`src/rtl/pmc_pkg.sv`:
```
package pmc_pkg;
  localparam int PMC_DW        = 8;
  localparam int PMC_AW        = 8;
  localparam int PMC_N_SCRATCH = 4;
  localparam int PMC_N_CFG     = 4;
  localparam int PMC_N_PERIPH  = 3;
  localparam int PMC_CLK_W     = 3;
  localparam int PMC_HOLD      = 16;

  typedef enum logic [1:0] {
    PM_NORMAL  = 2'd0,
    PM_BATTERY = 2'd1,
    PM_SLEEP   = 2'd2,
    PM_WAKE    = 2'd3
  } pmc_mode_e;
endpackage

```
`src/rtl/pmc_seq.sv`:
```
module pmc_seq
  import pmc_pkg::*;
#(
  parameter int HOLD_CYCLES = PMC_HOLD
) (
  input  logic      clk,
  input  logic      rst_n,
  input  logic      main_ok,
  input  logic      sw_pwrdn,
  input  logic      sleep_req,
  input  logic      wake_evt,
  output pmc_mode_e mode
);
  localparam int CNT_W = (HOLD_CYCLES > 1) ? $clog2(HOLD_CYCLES) : 1;
  localparam logic [CNT_W-1:0] LAST = CNT_W'(HOLD_CYCLES - 1);

  pmc_mode_e        state_q, state_d;
  logic [CNT_W-1:0] cnt_q;

  always_comb begin
    state_d = state_q;
    unique case (state_q)
      PM_NORMAL: begin
        if (!main_ok)       state_d = PM_BATTERY;
        else if (sleep_req) state_d = PM_SLEEP;
      end
      PM_BATTERY: begin
        if (sleep_req)                 state_d = PM_SLEEP;
        else if (main_ok && !sw_pwrdn) state_d = PM_NORMAL;
      end
      PM_SLEEP: begin
        if (wake_evt) state_d = PM_WAKE;
      end
      PM_WAKE: begin
        if (cnt_q == LAST) state_d = main_ok ? PM_NORMAL : PM_BATTERY;
      end
      default: state_d = PM_WAKE;
    endcase
  end

  always_ff @(posedge clk or negedge rst_n) begin
    if (!rst_n) begin
      state_q <= PM_WAKE;
      cnt_q   <= '0;
    end else begin
      state_q <= state_d;
      if (state_q == PM_WAKE && state_d == PM_WAKE) cnt_q <= cnt_q + 1'b1;
      else                                          cnt_q <= '0;
    end
  end

  assign mode = state_q;

  AST_SUPPLY_LOSS: assert property (@(posedge clk) disable iff (!rst_n)
    (state_q == PM_NORMAL && !main_ok) |=> (state_q == PM_BATTERY));
  AST_BATT_HOLD: assert property (@(posedge clk) disable iff (!rst_n)
    (state_q == PM_BATTERY && !sleep_req && (!main_ok || sw_pwrdn)) |=> (state_q == PM_BATTERY));
  AST_SLEEP_STICKY: assert property (@(posedge clk) disable iff (!rst_n)
    (state_q == PM_SLEEP && !wake_evt) |=> (state_q == PM_SLEEP));
  AST_SLEEP_EXIT: assert property (@(posedge clk) disable iff (!rst_n)
    (state_q == PM_SLEEP && wake_evt) |=> (state_q == PM_WAKE && cnt_q == '0));
  AST_WAKE_BOUND: assert property (@(posedge clk) disable iff (!rst_n)
    (state_q != PM_WAKE) |-> (cnt_q == '0));
endmodule

```
`src/rtl/pmc_domain_map.sv`:
```
module pmc_domain_map
  import pmc_pkg::*;
(
  input  pmc_mode_e mode,
  output logic      supply_sel,
  output logic      core_en,
  output logic      afe_en,
  output logic      core_rst
);
  always_comb begin
    supply_sel = 1'b1;
    core_en    = 1'b0;
    afe_en     = 1'b0;
    core_rst   = 1'b0;
    unique case (mode)
      PM_NORMAL: begin
        supply_sel = 1'b0;
        core_en    = 1'b1;
        afe_en     = 1'b1;
      end
      PM_BATTERY: core_en = 1'b1;
      PM_SLEEP:   ;
      PM_WAKE: begin
        core_en  = 1'b1;
        core_rst = 1'b1;
      end
      default: core_rst = 1'b1;
    endcase
  end
endmodule

```
`src/rtl/pmc_regbank.sv`:
```
module pmc_regbank
  import pmc_pkg::*;
#(
  parameter int DW          = PMC_DW,
  parameter int AW          = PMC_AW,
  parameter int N_SCRATCH   = PMC_N_SCRATCH,
  parameter int N_CFG       = PMC_N_CFG,
  parameter int N_PERIPH    = PMC_N_PERIPH,
  parameter int CLK_W       = PMC_CLK_W,
  parameter logic [CLK_W-1:0] CLK_DEFAULT = CLK_W'(2)
) (
  input  logic                clk,
  input  logic                rst_n,
  input  logic                core_active,
  input  logic                vol_clr,
  input  logic                we,
  input  logic [AW-1:0]       addr,
  input  logic [DW-1:0]       wdata,
  output logic [DW-1:0]       rdata,
  output logic [CLK_W-1:0]    clk_sel,
  output logic [N_PERIPH-1:0] periph_en
);
  localparam int N_RET      = N_SCRATCH + N_CFG;
  localparam int IDX_PERIPH = N_RET - 1;
  localparam int ADDR_CLK   = N_RET;

  logic [N_RET-1:0][DW-1:0] ret_q;
  logic [CLK_W-1:0]         clk_q;
  logic                     wr_ok;

  assign wr_ok = we && core_active;

  for (genvar i = 0; i < N_RET; i++) begin : g_ret
    always_ff @(posedge clk or negedge rst_n) begin
      if (!rst_n)                               ret_q[i] <= '0;
      else if (wr_ok && addr == AW'(i))         ret_q[i] <= wdata;
    end
  end

  always_ff @(posedge clk or negedge rst_n) begin
    if (!rst_n)                               clk_q <= CLK_DEFAULT;
    else if (vol_clr)                         clk_q <= CLK_DEFAULT;
    else if (wr_ok && addr == AW'(ADDR_CLK))  clk_q <= wdata[CLK_W-1:0];
  end

  always_comb begin
    rdata = '0;
    if (core_active) begin
      if (addr < AW'(N_RET))           rdata = ret_q[addr[$clog2(N_RET)-1:0]];
      else if (addr == AW'(ADDR_CLK))  rdata = DW'(clk_q);
    end
  end

  assign clk_sel   = clk_q;
  assign periph_en = ret_q[IDX_PERIPH][N_PERIPH-1:0];

  AST_NO_WRITE_ASLEEP: assert property (@(posedge clk) disable iff (!rst_n)
    !core_active |=> $stable(ret_q));
  AST_CLK_DEFAULT: assert property (@(posedge clk) disable iff (!rst_n)
    vol_clr |=> (clk_q == CLK_DEFAULT));
  AST_RDATA_QUIET: assert property (@(posedge clk) disable iff (!rst_n)
    !core_active |-> (rdata == '0));
endmodule

```
`src/rtl/pwr_mode_ctrl.sv`:
```
module pwr_mode_ctrl
  import pmc_pkg::*;
#(
  parameter int HOLD_CYCLES = PMC_HOLD
) (
  input  logic                    clk,
  input  logic                    rst_n,
  input  logic                    main_ok,
  input  logic                    sw_pwrdn,
  input  logic                    sleep_req,
  input  logic                    wake_evt,
  input  logic                    reg_we,
  input  logic [PMC_AW-1:0]       reg_addr,
  input  logic [PMC_DW-1:0]       reg_wdata,
  output logic [PMC_DW-1:0]       reg_rdata,
  output logic [1:0]              pwr_mode,
  output logic                    supply_sel,
  output logic                    core_en,
  output logic                    afe_en,
  output logic                    core_rst,
  output logic [PMC_CLK_W-1:0]    clk_sel,
  output logic [PMC_N_PERIPH-1:0] periph_en
);
  pmc_mode_e mode;
  logic      core_active;

  pmc_seq #(.HOLD_CYCLES(HOLD_CYCLES)) u_seq (
    .clk       (clk),
    .rst_n     (rst_n),
    .main_ok   (main_ok),
    .sw_pwrdn  (sw_pwrdn),
    .sleep_req (sleep_req),
    .wake_evt  (wake_evt),
    .mode      (mode)
  );

  pmc_domain_map u_map (
    .mode       (mode),
    .supply_sel (supply_sel),
    .core_en    (core_en),
    .afe_en     (afe_en),
    .core_rst   (core_rst)
  );

  assign core_active = core_en && !core_rst;

  pmc_regbank u_regs (
    .clk         (clk),
    .rst_n       (rst_n),
    .core_active (core_active),
    .vol_clr     (core_rst),
    .we          (reg_we),
    .addr        (reg_addr),
    .wdata       (reg_wdata),
    .rdata       (reg_rdata),
    .clk_sel     (clk_sel),
    .periph_en   (periph_en)
  );

  assign pwr_mode = mode;

  AST_SLEEP_ENTRY: assert property (@(posedge clk) disable iff (!rst_n)
    ((mode == PM_NORMAL || mode == PM_BATTERY) && main_ok && sleep_req) |=> !core_en);
  AST_AFE_MAIN_ONLY: assert property (@(posedge clk) disable iff (!rst_n)
    (afe_en && !main_ok) |=> !afe_en);
endmodule

```
`config.mk`:
```
export PLATFORM = sky130hd
export DESIGN_NAME = pwr_mode_ctrl
export DESIGN_NICKNAME = d
export VERILOG_FILES = /design/src/rtl/pmc_pkg.sv /design/src/rtl/pmc_seq.sv /design/src/rtl/pmc_domain_map.sv /design/src/rtl/pmc_regbank.sv /design/src/rtl/pwr_mode_ctrl.sv
export SDC_FILE = /design/constraint.sdc
export NUM_CORES = 1
export LEC_CHECK = 0
export ABC_AREA = 1
export BUFFER_PORTS_ARGS = -buffer_cell sky130_fd_sc_hd__buf_2
export CAP_MARGIN = 20
export CORE_MARGIN = 2
export CORE_UTILIZATION = 50
export CTS_CLUSTER_SIZE = 14
export DETAILED_ROUTE_END_ITERATION = 12
export PLACE_DENSITY = 0.81
export SKIP_CTS_REPAIR_TIMING = 1
export SLEW_MARGIN = 20
export SYNTH_ARGS = -nofsm -noshare
export SYNTH_HDL_FRONTEND = slang
export SYNTH_HIERARCHICAL = 1
export SYNTH_SLANG_ARGS = --single-unit
```
`constraint.sdc`:
```
create_clock -name clk -period 5.4 [get_ports clk]
set_input_delay 1.08 -clock clk [delete_from_list [all_inputs] [get_ports clk]]
set_output_delay 1.08 -clock clk [all_outputs]
set_load 0.02 [all_outputs]
```
Yosys cells after proc, flatten, opt, wreduce, memory -nomap -nowiden
Index checks and enable logic that the tools add are counted.
{"block": "totals", "word_cells": 66, "out_inout_bits": 20, "inputBits": 23, "reg_bits": 73}
{"block": "op_classes", "muxes": 20, "n_reduce_logical": 19, "n_addsub": 1, "n_eq_ne": 13, "order_cmp": 2}
{"operator": "equality test 8 x 3 -> 1 bit (second input constant)", "count": 4}
{"operator": "binary-select mux 8 bit (select 3 bit)", "count": 1}
{"operator": "two-way mux 8 bit", "count": 3}
{"operator": "equality test 8 x 2 -> 1 bit (second input constant)", "count": 2}
{"operator": "logical AND 1 bit", "count": 13}
{"operator": "two-way mux 2 bit", "count": 6}
{"operator": "two-way mux 3 bit", "count": 3}
{"operator": "equality test 8 x 1 -> 1 bit (second input constant)", "count": 1}
{"operator": "equality test 8 x 4 -> 1 bit (second input constant)", "count": 1}
{"operator": "zero test 8 bit", "count": 1}
{"operator": "less-than comparator 8 x 4 -> 1 bit (second input constant)", "count": 1}
{"operator": "case mux 2 bit (4 select lines)", "count": 1}
{"operator": "equality test 2 bit (second input constant)", "count": 3}
{"operator": "two-way mux 1 bit", "count": 5}
{"operator": "adder 4 x 1 -> 4 bit (second input constant)", "count": 1}
{"operator": "equality test 4 bit (second input constant)", "count": 1}
{"operator": "less-than comparator 3 x 4 -> 1 bit (second input constant)", "count": 1}
{"operator": "two-way mux 4 bit", "count": 1}
{"operator": "OR reduction 3 bit", "count": 1}
{"operator": "equality test 2 x 1 -> 1 bit (second input constant)", "count": 1}
{"operator": "zero test 1 bit", "count": 2}
{"operator": "zero test 2 bit", "count": 1}
{"operator": "nonzero test 2 bit", "count": 1}

Depth between registers and ports, before layout
{"block": "logic_depth", "depth_word": 8, "ltp_mapped": 10, "depth_no_buf": 9}

By module
The synthesis kept the hierarchy.
{"module": "pmc_regbank", "area_each_um2": 3572.2, "seq_area_each_um2": 1677.9, "cells_per_inst": 429, "n_inst": 1}
{"module": "pmc_seq", "area_each_um2": 329.1, "seq_area_each_um2": 152.6, "cells_per_inst": 38, "n_inst": 1}
{"module": "pmc_domain_map", "area_each_um2": 26.3, "seq_area_each_um2": 0.0, "cells_per_inst": 7, "n_inst": 1}
{"module": "pwr_mode_ctrl", "area_each_um2": 10.0, "seq_area_each_um2": 0.0, "cells_per_inst": 2, "n_inst": 1}

Worst setup path after synthesis
Ideal clock, no wire load.
{"block": "synth_path", "path_type": "input to output", "startpoint": "input reg_addr[4]", "endpoint": "output reg_rdata[3]", "n_path_buf": 0, "t_arrival_ns": 2.118, "required_ns": 4.320, "cell_stages": 7, "slack_ns": 2.202, "cell_sequence": "nor2_1 > nand3_2 > nor2_1 > nand2_1 > inv_2 > nand2_1 > nor2_1"}
{"block": "synth_between", "elab_chain_cells": 3}
{"item": "start, declared", "line": "pwr_mode_ctrl.sv:13", "source": "input logic [PMC_AW-1:0] reg_addr,"}
{"item": "less-than comparator 8 x 4 -> 1 bit", "line": "pmc_regbank.sv:49", "source": "if (addr < AW'(N_RET)) rdata = ret_q[addr[$clog2(N_RET)-1:0]];"}
{"item": "two-way mux 8 bit", "line": "pmc_regbank.sv:49"}
{"item": "two-way mux 8 bit", "line": "pmc_regbank.sv:48", "source": "if (core_active) begin"}
{"item": "end, declared", "line": "pwr_mode_ctrl.sv:15", "source": "output logic [PMC_DW-1:0] reg_rdata,"}
No other way between the ends.

Final worst setup path
{"block": "layout_path", "startpoint": "input reg_addr[1]", "endpoint": "output reg_rdata[6]"}
{"block": "layout_between", "elab_chain_cells": 4, "word_cells_on_any_way": 5, "classes_between": "order compare (1); mux (4)"}
{"item": "branches (longest 2 deep; another with less-than comparator 8 x 4 -> 1 bit)"}
{"item": "two-way mux 8 bit *", "line": "pmc_regbank.sv:49"}
{"item": "two-way mux 8 bit *", "line": "pmc_regbank.sv:48"}
Every way passes the cells marked *. The select of a mux whose other input is x is not followed.

==> results.sh <==
export IMPL_slew_headroom=0.608
export IMPL_final_cell_mix="nand2_1, dfrtp_1, inv_1"
export IMPL_clock_fmax_mhz=273
export IMPL_critPathTopFamily="buffers and inverters"
export IMPL_powerDensity_nw_per_um2=297
export IMPL_portBuffers=42
export IMPL_critPathArrivalTime_ns=2.59
export IMPL_crit_fanout=12
export IMPL_detail_route_wirelength_um=8960
export IMPL_ys_warn_count=6
export IMPL_final_cells=622
export IMPL_drc=0
export IMPL_max_stage_delay_ns=0.37
export IMPL_r2r_end="u_regs/ret_q[47]"
export IMPL_finalHoldViolCount=0
export IMPL_gp_congestion=0.889
export IMPL_antenna_found_initial=0
export IMPL_ir_worst_vdd_mv=0.144
export IMPL_async_reset_ff_frac=1.00
export IMPL_r2r_start="u_seq/mode[0]"
export IMPL_grt_pass1_wl_um=14700
export IMPL_synth_fp_nets=500
export IMPL_period_minus_slack_ns=3.67
export IMPL_grt_max_degree=47
export IMPL_die_w_um=92.7
export IMPL_power_leakage_nw=2.26
export IMPL_maxSlewViolCount=0
export IMPL_setup_viol=0
export IMPL_hp_start="u_seq/cnt_q[0]"
export IMPL_vias=3255
export IMPL_area_growth_pct=11.1
export IMPL_crit_required_ns=4.32
export IMPL_finalClockSkew_ns=0.0114
export IMPL_track_usage=0.219
export IMPL_ys_ff_latch=73
export IMPL_crit_chain="buf_2 > inv_2 > nand2_2 > inv_1 > nand2_1 > nand4_1 > nand2_1 > nand2_1 > nor2_1 > buf_2"
export IMPL_hold_worst_slack_ns=0.468
export IMPL_p_total_mw=1.30
export IMPL_cpMostUsedCell="nand2_1"
export IMPL_synth_ff_type="dfrtp_1"
export IMPL_utilization=0.569
export IMPL_status="finished, final reports clean"
export IMPL_holdPathStages=1
export IMPL_synth_avg_cell_area_um2=8.27
export IMPL_wire_per_inst_um=14.4
export IMPL_drt_iter0_markers=238
export IMPL_synth_cell_types=34
export IMPL_overflow=0
export IMPL_crit_slowest_cell="buf_2"
export IMPL_dieArea_um2=8600
export IMPL_rsz0062_at_grt="no"
export IMPL_clock_latency_ns=0.35
export IMPL_postSynthCellCount=476
export IMPL_end_kind="primary output"
export IMPL_clk_pin_slew_ns=0.08
export IMPL_crit_buf_inv=4
export IMPL_die_h_um=92.7
export IMPL_cp_depth=10
export IMPL_finalCritPeriodShare=0.679
export IMPL_worstSetupPathType="input pin to primary output"
export IMPL_fill_cells=705
export IMPL_seq_area_frac_synth=0.465
export IMPL_cts_sinks=73
export IMPL_first_pass_iters=5
export IMPL_drv_cap=0
export IMPL_ff2ff_setup_slack_ns=3.25
export IMPL_reg2regPathDepth=9
export IMPL_critPathLaunchType="input pin"
export IMPL_rows=32
export IMPL_final_nets=539
export IMPL_drive_gt1_frac=0.240
export IMPL_netlist_area_um2=3940
export IMPL_min_to="u_seq/cnt_q[0]"
export IMPL_dp_hpwl_um=6290
export IMPL_start_util=0.512
export IMPL_vias_per_cell=5.23
export IMPL_synth_edf_count=0
export IMPL_ctsHtreeMaxLevel=3
export IMPL_core_um2=7690
export IMPL_cts_buffers=9
export IMPL_cts_tree="done"
export IMPL_setup_tns_ns=0
export IMPL_antenna_left=0
export IMPL_dp_cells=606
export IMPL_tightestPinTransition_ns=0.589
export IMPL_diodes=0
export IMPL_hold_path_class="flop to flop"
export IMPL_grt_pass1_vias=3098
export IMPL_final_common_cell="nand2_1"
export IMPL_root_buffer="clkbuf_8"
export IMPL_ios=43
export IMPL_clk_path_buf_depth=2
[synth_stat cells, drive strengths merged, types with 2 or more instances]
cell type	number	area share
nor3	3	0.0079
dfstp	3	0.020
nand3	26	0.053
o22ai	5	0.0079
a21oi	3	0.0038
clkbuf	2	0.0019
nand2	150	0.16
inv	60	0.058
nor2	56	0.074
nand3b	2	0.0038
dfrtp	70	0.44
o21ai	72	0.11
nand4	7	0.011
buf	13	0.031
[sequential cells by signal, summed over array words and instances, names as in the netlist]
signal and count:
u_regs/ret_q 61, u_seq/cnt_q 4, u_regs/clk_sel 3, u_regs/periph_en 3, u_seq/mode 2
[layer usage]
metal | track usage | up-vias | share of wire
li1 | - | 1591 | -
met1 | 0.286 | 1506 | 0.43
met2 | 0.369 | 144 | 0.48
met3 | 0.0496 | 14 | 0.080
met4 | 0.0613 | 0 | 0.0099
met5 | 0 | - | 0
[per-stage QoR]
stage	setup slack (ns)	cell area (um2)
2_1_floorplan	2.20	3940
3_3_place_gp	1.79	4150
3_5_place_dp	1.77	4150
4_1_cts	1.77	4370
5_1_grt	1.61	4370
6_report	1.73	4370
[logic make-up (layout without fill, tap and decap cells)]
| group | Yosys count | after routing | synth area share |
|---|---|---|---|
| AO/OA/AOI/OAI | 81 | 81 | 0.129 |
| XOR/XNOR | 1 | 1 | 0.00222 |
| adder cells (fa/ha/maj) | 1 | 1 | 0.00318 |
| buffers and inverters | 75 | 119 | 0.0915 |
| flip-flops | 73 | 73 | 0.465 |
| AND/OR/NAND/NOR | 245 | 245 | 0.309 |
[power by group]
group	internal (mW)	switching [mW]	total (mW)
logic	0.0738	0.151	0.225
registers	0.581	0.0276	0.609
clock network	0.260	0.204	0.463
[worst max-delay path by stage]
stage	to	startpoint	slack, ns
5_1_grt	reg_rdata[5]	reg_addr[1]	1.61
3_3_place_gp	reg_rdata[5]	reg_addr[1]	1.79
4_1_cts	reg_rdata[6]	reg_addr[1]	1.77
2_1_floorplan	reg_rdata[3]	reg_addr[4]	2.20
6_report	reg_rdata[6]	reg_addr[1]	1.73
3_5_place_dp	reg_rdata[6]	reg_addr[1]	1.77
[final cells by class]
class                   instances  area (um2)  share of cell area
multi-input cells             328        1750               0.399
well taps                     102         128              0.0292
flip-flops and latches         73        1830               0.418
clock buffers                   9         124              0.0283
inverters                      60         230              0.0526
repair buffers                 43         220              0.0503
clock inverters                 7        95.1              0.0217
[worst reg2reg max path, stage by stage (launching register included)]
cell	delay, ns
dfstp_2	0.62
inv_1	0.08
nand2_1	0.07
inv_1	0.05
nor2_2	0.22
nand2_4	0.19
nor2_2	0.20
nand3_2	0.31
nand2_1	0.18
o21ai_1	0.10
(Power assumes the default switching activity.)
